===== src/rtl/wdog_pkg.sv =====
// Shared constants and register decode for the watchdog timer.
// Assumes a 32-byte register window addressed by byte offset.
package wdog_pkg;

    localparam int ADDR_W   = 5;
    localparam int HALT_BIT = 11;
    localparam int TMO_BIT  = 3;
    localparam int SEC_BIT  = 1;
    localparam int NRB_BIT  = 0;

    localparam logic [ADDR_W-1:0] OFS_RELOAD = 5'h00;
    localparam logic [ADDR_W-1:0] OFS_STS1   = 5'h04;
    localparam logic [ADDR_W-1:0] OFS_STS2   = 5'h06;
    localparam logic [ADDR_W-1:0] OFS_CTRL   = 5'h08;
    localparam logic [ADDR_W-1:0] OFS_NRB    = 5'h0A;
    localparam logic [ADDR_W-1:0] OFS_START  = 5'h12;

    typedef enum logic [2:0] {
        SEL_RELOAD,
        SEL_STS1,
        SEL_STS2,
        SEL_CTRL,
        SEL_NRB,
        SEL_START,
        SEL_NONE
    } reg_sel_e;

    // Map a byte offset to the register it selects.
    function automatic reg_sel_e decode(input logic [ADDR_W-1:0] a);
        case (a)
            OFS_RELOAD: decode = SEL_RELOAD;
            OFS_STS1:   decode = SEL_STS1;
            OFS_STS2:   decode = SEL_STS2;
            OFS_CTRL:   decode = SEL_CTRL;
            OFS_NRB:    decode = SEL_NRB;
            OFS_START:  decode = SEL_START;
            default:    decode = SEL_NONE;
        endcase
    endfunction

endpackage


===== src/rtl/wdog_regfile.sv =====
// Register decode, host-writable storage and read mux of the watchdog.
// Assumes bus_addr is valid whenever bus_wr is high; reads are combinational.
module wdog_regfile
    import wdog_pkg::*;
#(
    parameter int DATA_W   = 16,
    parameter int CNT_W    = 10,
    parameter int MIN_INIT = 4,
    parameter int RST_INIT = 4
) (
    input  logic              clk,
    input  logic              rst_n,
    input  logic              bus_wr,
    input  logic [ADDR_W-1:0] bus_addr,
    input  logic [DATA_W-1:0] bus_wdata,
    input  logic [CNT_W-1:0]  cnt,
    input  logic              tmo,
    input  logic              sec,
    output logic [DATA_W-1:0] bus_rdata,
    output logic              halt,
    output logic              noreboot,
    output logic [CNT_W-1:0]  init_val,
    output logic              reload_wr,
    output logic              clr_tmo,
    output logic              clr_sec
);

    localparam logic [DATA_W-1:0] CTRL_RST = DATA_W'(1) << HALT_BIT;

    reg_sel_e          sel;
    logic [DATA_W-1:0] ctrl_q;
    logic [DATA_W-1:0] start_q;
    logic              nrb_q;
    logic              start_legal;

    // Decode the address and form the write strobes.
    always_comb begin
        sel         = decode(bus_addr);
        reload_wr   = bus_wr && (sel == SEL_RELOAD);
        clr_tmo     = bus_wr && (sel == SEL_STS1) && bus_wdata[TMO_BIT];
        clr_sec     = bus_wr && (sel == SEL_STS2) && bus_wdata[SEC_BIT];
        start_legal = bus_wdata[CNT_W-1:0] >= CNT_W'(MIN_INIT);
    end

    // Hold the control word, the no-reboot flag and the start value.
    always_ff @(posedge clk) begin
        if (!rst_n) begin
            ctrl_q  <= CTRL_RST;
            nrb_q   <= 1'b1;
            start_q <= DATA_W'(RST_INIT);
        end else if (bus_wr) begin
            if (sel == SEL_CTRL)                 ctrl_q  <= bus_wdata;
            if (sel == SEL_NRB)                  nrb_q   <= bus_wdata[NRB_BIT];
            if (sel == SEL_START && start_legal) start_q <= bus_wdata;
        end
    end

    assign halt     = ctrl_q[HALT_BIT];
    assign noreboot = nrb_q;
    assign init_val = start_q[CNT_W-1:0];

    // Select the read data for the addressed register.
    always_comb begin
        bus_rdata = '0;
        case (sel)
            SEL_RELOAD: bus_rdata = DATA_W'(cnt);
            SEL_STS1:   bus_rdata[TMO_BIT] = tmo;
            SEL_STS2:   bus_rdata[SEC_BIT] = sec;
            SEL_CTRL:   bus_rdata = ctrl_q;
            SEL_NRB:    bus_rdata[NRB_BIT] = nrb_q;
            SEL_START:  bus_rdata = start_q;
            default:    bus_rdata = '0;
        endcase
    end

endmodule


===== src/rtl/wdog_counter.sv =====
// Down-counter with reload. Flags an expiry when a running tick finds zero.
// Assumes tick is a single-cycle enable; a reload outranks a tick.
module wdog_counter #(
    parameter int CNT_W    = 10,
    parameter int RST_INIT = 4
) (
    input  logic             clk,
    input  logic             rst_n,
    input  logic             tick,
    input  logic             halt,
    input  logic             reload,
    input  logic [CNT_W-1:0] init_val,
    output logic [CNT_W-1:0] cnt,
    output logic             expire
);

    logic run;

    // Decide whether this cycle counts and whether it expires.
    always_comb begin
        run    = tick && !halt;
        expire = run && !reload && (cnt == '0);
    end

    // Reload, decrement or hold the count.
    always_ff @(posedge clk) begin
        if (!rst_n)               cnt <= CNT_W'(RST_INIT);
        else if (reload || expire) cnt <= init_val;
        else if (run)             cnt <= cnt - CNT_W'(1);
    end

endmodule


===== src/rtl/wdog_expiry.sv =====
// Two-stage expiry: the first expiry sets a flag and pulses irq; a second
// one while the flag is set latches a reset request, masked by no-reboot.
// Assumes expire never fires on two adjacent cycles.
module wdog_expiry (
    input  logic clk,
    input  logic rst_n,
    input  logic expire,
    input  logic clr_tmo,
    input  logic clr_sec,
    input  logic noreboot,
    output logic tmo,
    output logic sec,
    output logic irq,
    output logic rst_held,
    output logic rst_req
);

    logic first_hit;
    logic second_hit;

    // Classify the expiry by the current timeout flag.
    always_comb begin
        first_hit  = expire && !tmo;
        second_hit = expire && tmo;
    end

    // Update the status flags, the interrupt pulse and the reset latch.
    always_ff @(posedge clk) begin
        if (!rst_n) begin
            tmo      <= 1'b0;
            sec      <= 1'b0;
            irq      <= 1'b0;
            rst_held <= 1'b0;
        end else begin
            irq <= first_hit;
            if (first_hit)    tmo <= 1'b1;
            else if (clr_tmo) tmo <= 1'b0;
            if (second_hit)   sec <= 1'b1;
            else if (clr_sec) sec <= 1'b0;
            if (second_hit)   rst_held <= 1'b1;
        end
    end

    assign rst_req = rst_held && !noreboot;

endmodule


===== src/rtl/wdog_timer.sv =====
// Watchdog timer top: register file, down-counter and expiry logic.
// Assumes an external one-cycle tick and a simple write-strobe host bus.
module wdog_timer #(
    parameter int DATA_W   = 16,
    parameter int CNT_W    = 10,
    parameter int MIN_INIT = 4,
    parameter int RST_INIT = 4
) (
    input  logic              clk,
    input  logic              rst_n,
    input  logic              tick,
    input  logic              bus_wr,
    input  logic [4:0]        bus_addr,
    input  logic [DATA_W-1:0] bus_wdata,
    output logic [DATA_W-1:0] bus_rdata,
    output logic              irq,
    output logic              rst_req
);

    logic [CNT_W-1:0] cnt;
    logic [CNT_W-1:0] init_val;
    logic             halt, noreboot, reload_wr, clr_tmo, clr_sec;
    logic             expire, tmo, sec, rst_held;

    wdog_regfile #(
        .DATA_W(DATA_W), .CNT_W(CNT_W), .MIN_INIT(MIN_INIT), .RST_INIT(RST_INIT)
    ) u_regs (
        .clk(clk), .rst_n(rst_n), .bus_wr(bus_wr), .bus_addr(bus_addr),
        .bus_wdata(bus_wdata), .cnt(cnt), .tmo(tmo), .sec(sec),
        .bus_rdata(bus_rdata), .halt(halt), .noreboot(noreboot),
        .init_val(init_val), .reload_wr(reload_wr),
        .clr_tmo(clr_tmo), .clr_sec(clr_sec)
    );

    wdog_counter #(.CNT_W(CNT_W), .RST_INIT(RST_INIT)) u_cnt (
        .clk(clk), .rst_n(rst_n), .tick(tick), .halt(halt),
        .reload(reload_wr), .init_val(init_val), .cnt(cnt), .expire(expire)
    );

    wdog_expiry u_exp (
        .clk(clk), .rst_n(rst_n), .expire(expire), .clr_tmo(clr_tmo),
        .clr_sec(clr_sec), .noreboot(noreboot), .tmo(tmo), .sec(sec),
        .irq(irq), .rst_held(rst_held), .rst_req(rst_req)
    );

endmodule


===== config.mk =====
export PLATFORM = sky130hd
export DESIGN_NAME = wdog_timer
export DESIGN_NICKNAME = d
export VERILOG_FILES = /design/src/rtl/wdog_pkg.sv /design/src/rtl/wdog_regfile.sv /design/src/rtl/wdog_counter.sv /design/src/rtl/wdog_expiry.sv /design/src/rtl/wdog_timer.sv
export SDC_FILE = /design/constraint.sdc
export NUM_CORES = 1
export LEC_CHECK = 0
export BUFFER_PORTS_ARGS = -buffer_cell sky130_fd_sc_hd__buf_2
export CAP_MARGIN = 20
export CORE_MARGIN = 4
export CORE_UTILIZATION = 56
export CTS_BUF_LIST = sky130_fd_sc_hd__clkbuf_16
export DETAILED_ROUTE_END_ITERATION = 16
export PLACE_DENSITY_LB_ADDON = 0.25
export SLEW_MARGIN = 30
export SYNTH_ARGS = -nofsm -noshare
export SYNTH_HDL_FRONTEND = slang
export SYNTH_SLANG_ARGS = --single-unit
export TNS_END_PERCENT = 1

===== constraint.sdc =====
create_clock -name clk -period 5.7 [get_ports clk]
set_clock_uncertainty 0.2 [all_clocks]
set_input_delay 0.285 -clock clk [delete_from_list [all_inputs] [get_ports clk]]
set_output_delay 0.285 -clock clk [all_outputs]
set_load 0.05 [all_outputs]

# After elaboration in Yosys (flattened, before gate mapping)
# Index checks and enable logic that the tools add are counted.
# word_totals
ff_bits	47
inputBits	25
output_inout_bits	18
wordCells	58
# classes
add_sub_neg	1
n_lt_le_gt_ge	1
eq_ne	10
mux	12
reduce_logical	26
# op_table
operator	n
12-bit case mux with 3 select lines	1
10-bit two-way mux	2
3-bit case mux with 6 select lines	1
1-bit logical AND	12
1-bit case mux with 4 select lines	3
5-bit by 3-bit equality test with 1-bit output, second input constant	2
5-bit by 4-bit equality test with 1-bit output, second input constant	2
10-bit by 3-bit greater-or-equal comparator with 1-bit output, second input constant	1
10-bit logical NOT	1
10-bit by 1-bit subtractor with 10-bit output, second input constant	1
3-bit by 2-bit equality test with 1-bit output, second input constant	2
3-bit equality test, second input constant	2
2-bit AND reduction	3
2-bit nonzero test	3
5-bit equality test, second input constant	1
5-bit logical NOT	1
1-bit logical NOT	4
1-bit two-way mux	4
3-bit by 1-bit equality test with 1-bit output, second input constant	1
3-bit logical NOT	1
1-bit case mux with 3 select lines	1
1-bit logical OR	1

# Logic depth before layout (Yosys ltp)
# depth
depth_word	9
depth_mapped	8
mapped_depth_nobuf	7

# Hierarchy
# Synthesis repeated with hierarchy kept, for this count alone.
# unflattened
hier_cells	293
hier_area_um2	2563.7
# modules_own_cells
module	n_inst	cells_per_inst	area_per_inst_um2	seq_area_each_um2
wdog_regfile	1	210	1816.7	660.6
wdog_counter	1	69	610.6	200.2
wdog_expiry	1	14	136.4	80.1

# Worst setup path after synthesis
# Ideal clock, no wire load.
# synth_path
path_kind	input port to output port
startpoint	input bus_addr[4]
endpoint	output bus_rdata[0]
arrival_ps	2004
required_time_ps	5215
path_slack_ps	3211
cell_stages	2
path_buffers	0
path_cell_list	or4b_1 -> o21ai_0
# synth_between
elab_chain_cells	4
word_cells_on_any_way	12
classes_between	eq/ne (8); mux (2); reduce/logical (2)
# synth_lines
item	line	text
from (decl)	wdog_timer.sv:13	input logic [4:0] bus_addr,
5-bit equality test (tied with other cells)	wdog_pkg.sv:30	case (a)
3-bit case mux with 6 select lines *	wdog_pkg.sv:30	
3-bit equality test (tied with other cells)	wdog_regfile.sv:65	case (sel)
1-bit case mux with 4 select lines *	wdog_regfile.sv:65	
to (decl)	wdog_timer.sv:15	output logic [DATA_W-1:0] bus_rdata,
# Every way passes the cells marked *; elsewhere a longest branch is shown, timed or not.

# Worst setup path in the final report
# layout_path
startpoint	input bus_addr[4]
endpoint	output bus_rdata[2]
# layout_between
elab_chain_cells	4
word_cells_on_any_way	11
classes_between	eq/ne (7); mux (2); reduce/logical (2)
# layout_lines
item	line
5-bit equality test (tied with other cells)	wdog_pkg.sv:30
3-bit case mux with 6 select lines *	wdog_pkg.sv:30
3-bit equality test (tied with other cells)	wdog_regfile.sv:65
1-bit case mux with 3 select lines *	wdog_regfile.sv:65
# Marks and branches as above.

==> summary.md <==
| Metric | Value |
|---|---|
| Mapped Cells | `between 200 and 300` |
| Worst skew pair latency | `between 0.2 and 0.3 ns` |
| Pwr Density | `272 nW/µm²` |
| Setup violators final | `0` |
| CTS Buffer Depth | `2` |
| Gr usage total | `0.217` |
| Worst setup SP type | `input port` |
| Status | `complete, no violations` |
| Initial drt markers | `between 150 and 200` |
| Cell Rows | `22` |
| Commonest cells after routing, fill and taps aside | `47 x dfxtp_1, 44 x nand2_1, 42 x buf_2` |
| First-pass GRT wire length | `8.58 mm` |
| Post-CTS setup buffer count | `0` |
| Clock Sinks | `47` |
| Seq/Total Area, Yosys | `0.432` |
| Initial Util | `0.586` |
| IO buf count | `between 40 and 50` |
| Slowest CP cell | `or4b_1` |
| Max-cap violations | `0` |
| Total Wirelength | `5.08 mm` |
| Share of cells above drive strength 1 | `0.210` |
| CTS clk-pin slew, worst paths | `0.06 ns` |
| Crit. path cell count | `6` |
| Placed Area | `around 2400 µm²` |
| Largest net degree at the start of global routing | `41` |
| Slew margin rel. | `0.431` |
| Post-synthesis register bit count | `47` |
| Final worst slack | `approximately 3.3 ns` |
| Crit Path Class | `input port to primary output` |
| Fin crit share | `0.420` |
| Pins Over Slew Limit | `0` |
| Syn Nets | `279` |
| Cell Area, Synth | `around 2200 µm²` |
| Post-Syn Area per Cell | `8.61 µm²` |
| TNS Setup | `0 ns` |
| DP HPWL | `3.49 mm` |
| Clock Tree Root | `clkbuf_16` |
| CTS tree | `done` |
| Tightest Pin Transition | `0.848 ns` |
| Async S/R FF share, synth | `0` |
| Post-route DRC | `0` |
| # fillers | `approximately 340` |
| PostCTS Resize Cnt | `0` |
| Synth area leader | `dfxtp_1` |
| Final nets | `~320` |
| Peak supply drop | `between 0.2 and 0.25 mV` |
| Leakage | `roughly 1.2 nW` |
| Tmin final | `~2.4 ns` |
| YS warnings | `0` |
| Hold depth | `3` |
| CP Data Required Time | `about 5.2 ns` |
| Most frequent CP cell | `buf_2` |
| Area of the core | `approximately 3700 µm²` |
| Peak Freq | `between 400 and 500 MHz` |
| First-pass DRT Iterations | `5` |
| Post-DR wirelength/cell | `about 15 µm` |
| DIE AREA | `between 4000 and 5000 µm²` |
| Die W | `about 70 µm` |
| Post-synth EDFFs | `0` |
| Yosys top cell area share | `0.432` |
| R2R depth | `7` |
| Cells along the critical path | `buf_2 > or4b_1 > nor2_4 > a222oi_1 > inv_1 > buf_2` |
| Boundary Pins | `43` |
| # hold bufs at CTS | `0` |
| Synth cell types | `39` |
| Largest cells by area after synthesis | `dfxtp_1 43%, mux2i_1 8.3%, nand2_1 7.6%` |
| Die H | `between 70 and 80 µm` |
| Pre-CTS setup slack | `approximately 3.1 ns` |
| Worst Path Buf+Inv | `3` |
| Gpl congestion | `between 0.8 and 0.9` |
| CP max stage delay | `between 0.5 and 0.6 ns` |
| TritonCTS Buffers | `5` |
| Vias in the first global route | `between 1.5k and 2k` |
| Vias | `approximately 1.9k` |
| Vias per inst | `roughly 5.8` |
| Syn-to-layout area delta | `17.2%` |
| GRT overflow | `0` |
| CP endpoint kind | `primary output` |
| Post-route ant nets | `0` |
| Final core occ | `0.687` |
| Fin area | `2550 µm²` |
| CP arrival | `1.91 ns` |
| Worst min-delay path class | `input port to register` |
| Hold Fails Final Rpt | `0` |
| CP top delay family | `simple AND/OR/NAND/NOR gates` |
| RSZ-0062 raised after global routing | `no` |
| Overall power | `a little under 0.7 mW` |
| Most used DFF post-synth | `dfxtp_1` |
| Antenna violations before repair | `0` |
| Commonest non-fill, non-tap cell in the layout | `dfxtp_1` |
| ANT cells | `0` |
| Htree depth | `2` |
| Maximum fanout along the worst path | `17` |
-- stage by stage --
step / hold WS (ns) / std cells
2_1_floorplan: 0.147 / 253
3_3_place_gp: 0.243 / 330
3_5_place_dp: 0.249 / 330
4_1_cts: 0.0306 / 338
5_1_grt: 0.0518 / 338
6_report: 0.0333 / 338
-- metal layers --
| metal | track usage | routed length, µm |
|---|---|---|
| met5 | 0 | 0 |
| met4 | 0.0979 | 96 |
| met2 | 0.339 | 2310 |
| met1 | 0.293 | 2350 |
| met3 | 0.0345 | 323 |
-- cells in the mapped netlist (2+ instances only) --
| library cell | n |
|---|---|
| nor2b_1 | 3 |
| nand4_1 | 2 |
| buf_2 | 3 |
| mux2i_1 | 18 |
| buf_1 | 2 |
| a21oi_1 | 21 |
| a222oi_1 | 8 |
| and3_1 | 3 |
| o21ai_0 | 2 |
| and2_1 | 2 |
| dfxtp_1 | 47 |
| xnor2_1 | 9 |
| nor3_1 | 3 |
| clkbuf_1 | 7 |
| a211oi_2 | 5 |
| nand3_1 | 5 |
| nor2_1 | 29 |
| nor4_1 | 3 |
| a22oi_1 | 2 |
| inv_1 | 10 |
| nand2_1 | 44 |
| o21ai_1 | 3 |
| a22o_1 | 6 |
-- cell type report --
class | count | area (µm²) | share of cell area
clock buffers | 5 | 125 | 0.0490
clock inverters | 3 | 38.8 | 0.0152
inverters | 10 | 37.5 | 0.0147
multi-input cells | 182 | 1130 | 0.443
flip-flops and latches | 47 | 941 | 0.369
well taps | 48 | 60.1 | 0.0235
repair buffers | 43 | 218 | 0.0853
-- report_power, final --
group | internal [mW] | switching, mW
registers | 0.331 | 0.00247
logic | 0.0135 | 0.0241
clock network | 0.204 | 0.119
total | 0.549 | 0.146
-- logic make-up after synthesis --
group / after synthesis / synth area share
muxes: 18 / 0.0828
xor gates and xnor gates: 9 / 0.0362
adders and majority gates: 1 / 0.00575
buffers and inverters: 24 / 0.0483
AOI/OAI and AO/OA: 51 / 0.174
and+or+nand+nor: 103 / 0.221
DFF: 47 / 0.432
-- final timing paths --
| check | startpoint | endpoint | slack [ns] |
|---|---|---|---|
| max | bus_addr[4] | bus_rdata[2] | 3.31 |
| min | bus_wdata[11] | u_regs.ctrl_q[11] | 0.03 |
| max reg2reg | u_cnt.cnt[0] | u_cnt.cnt[3] | 3.38 |
| min reg2reg | u_regs.ctrl_q[10] | u_regs.ctrl_q[10] | 0.26 |
-- worst register-to-register path: cells and delay by family (launching register included) --
| family | cells | cell delay (ns) |
|---|---|---|
| AOI/OAI and AO/OA | 2 | 0.93 |
| buffers and inverters | 1 | 0.07 |
| and+or+nand+nor | 3 | 0.46 |
| adders and majority gates | 1 | 0.19 |
| DFF | 1 | 0.37 |
-- state kept, by name, indices dropped and copies added, names as in the netlist --
register,flops
u_exp.rst_held,1
u_exp.sec,1
u_regs.noreboot,1
u_exp.tmo,1
u_exp.irq,1
u_regs.ctrl_q,16
u_regs.start_q,16
u_cnt.cnt,10
No activity file was read; power rests on OpenSTA's default activity.
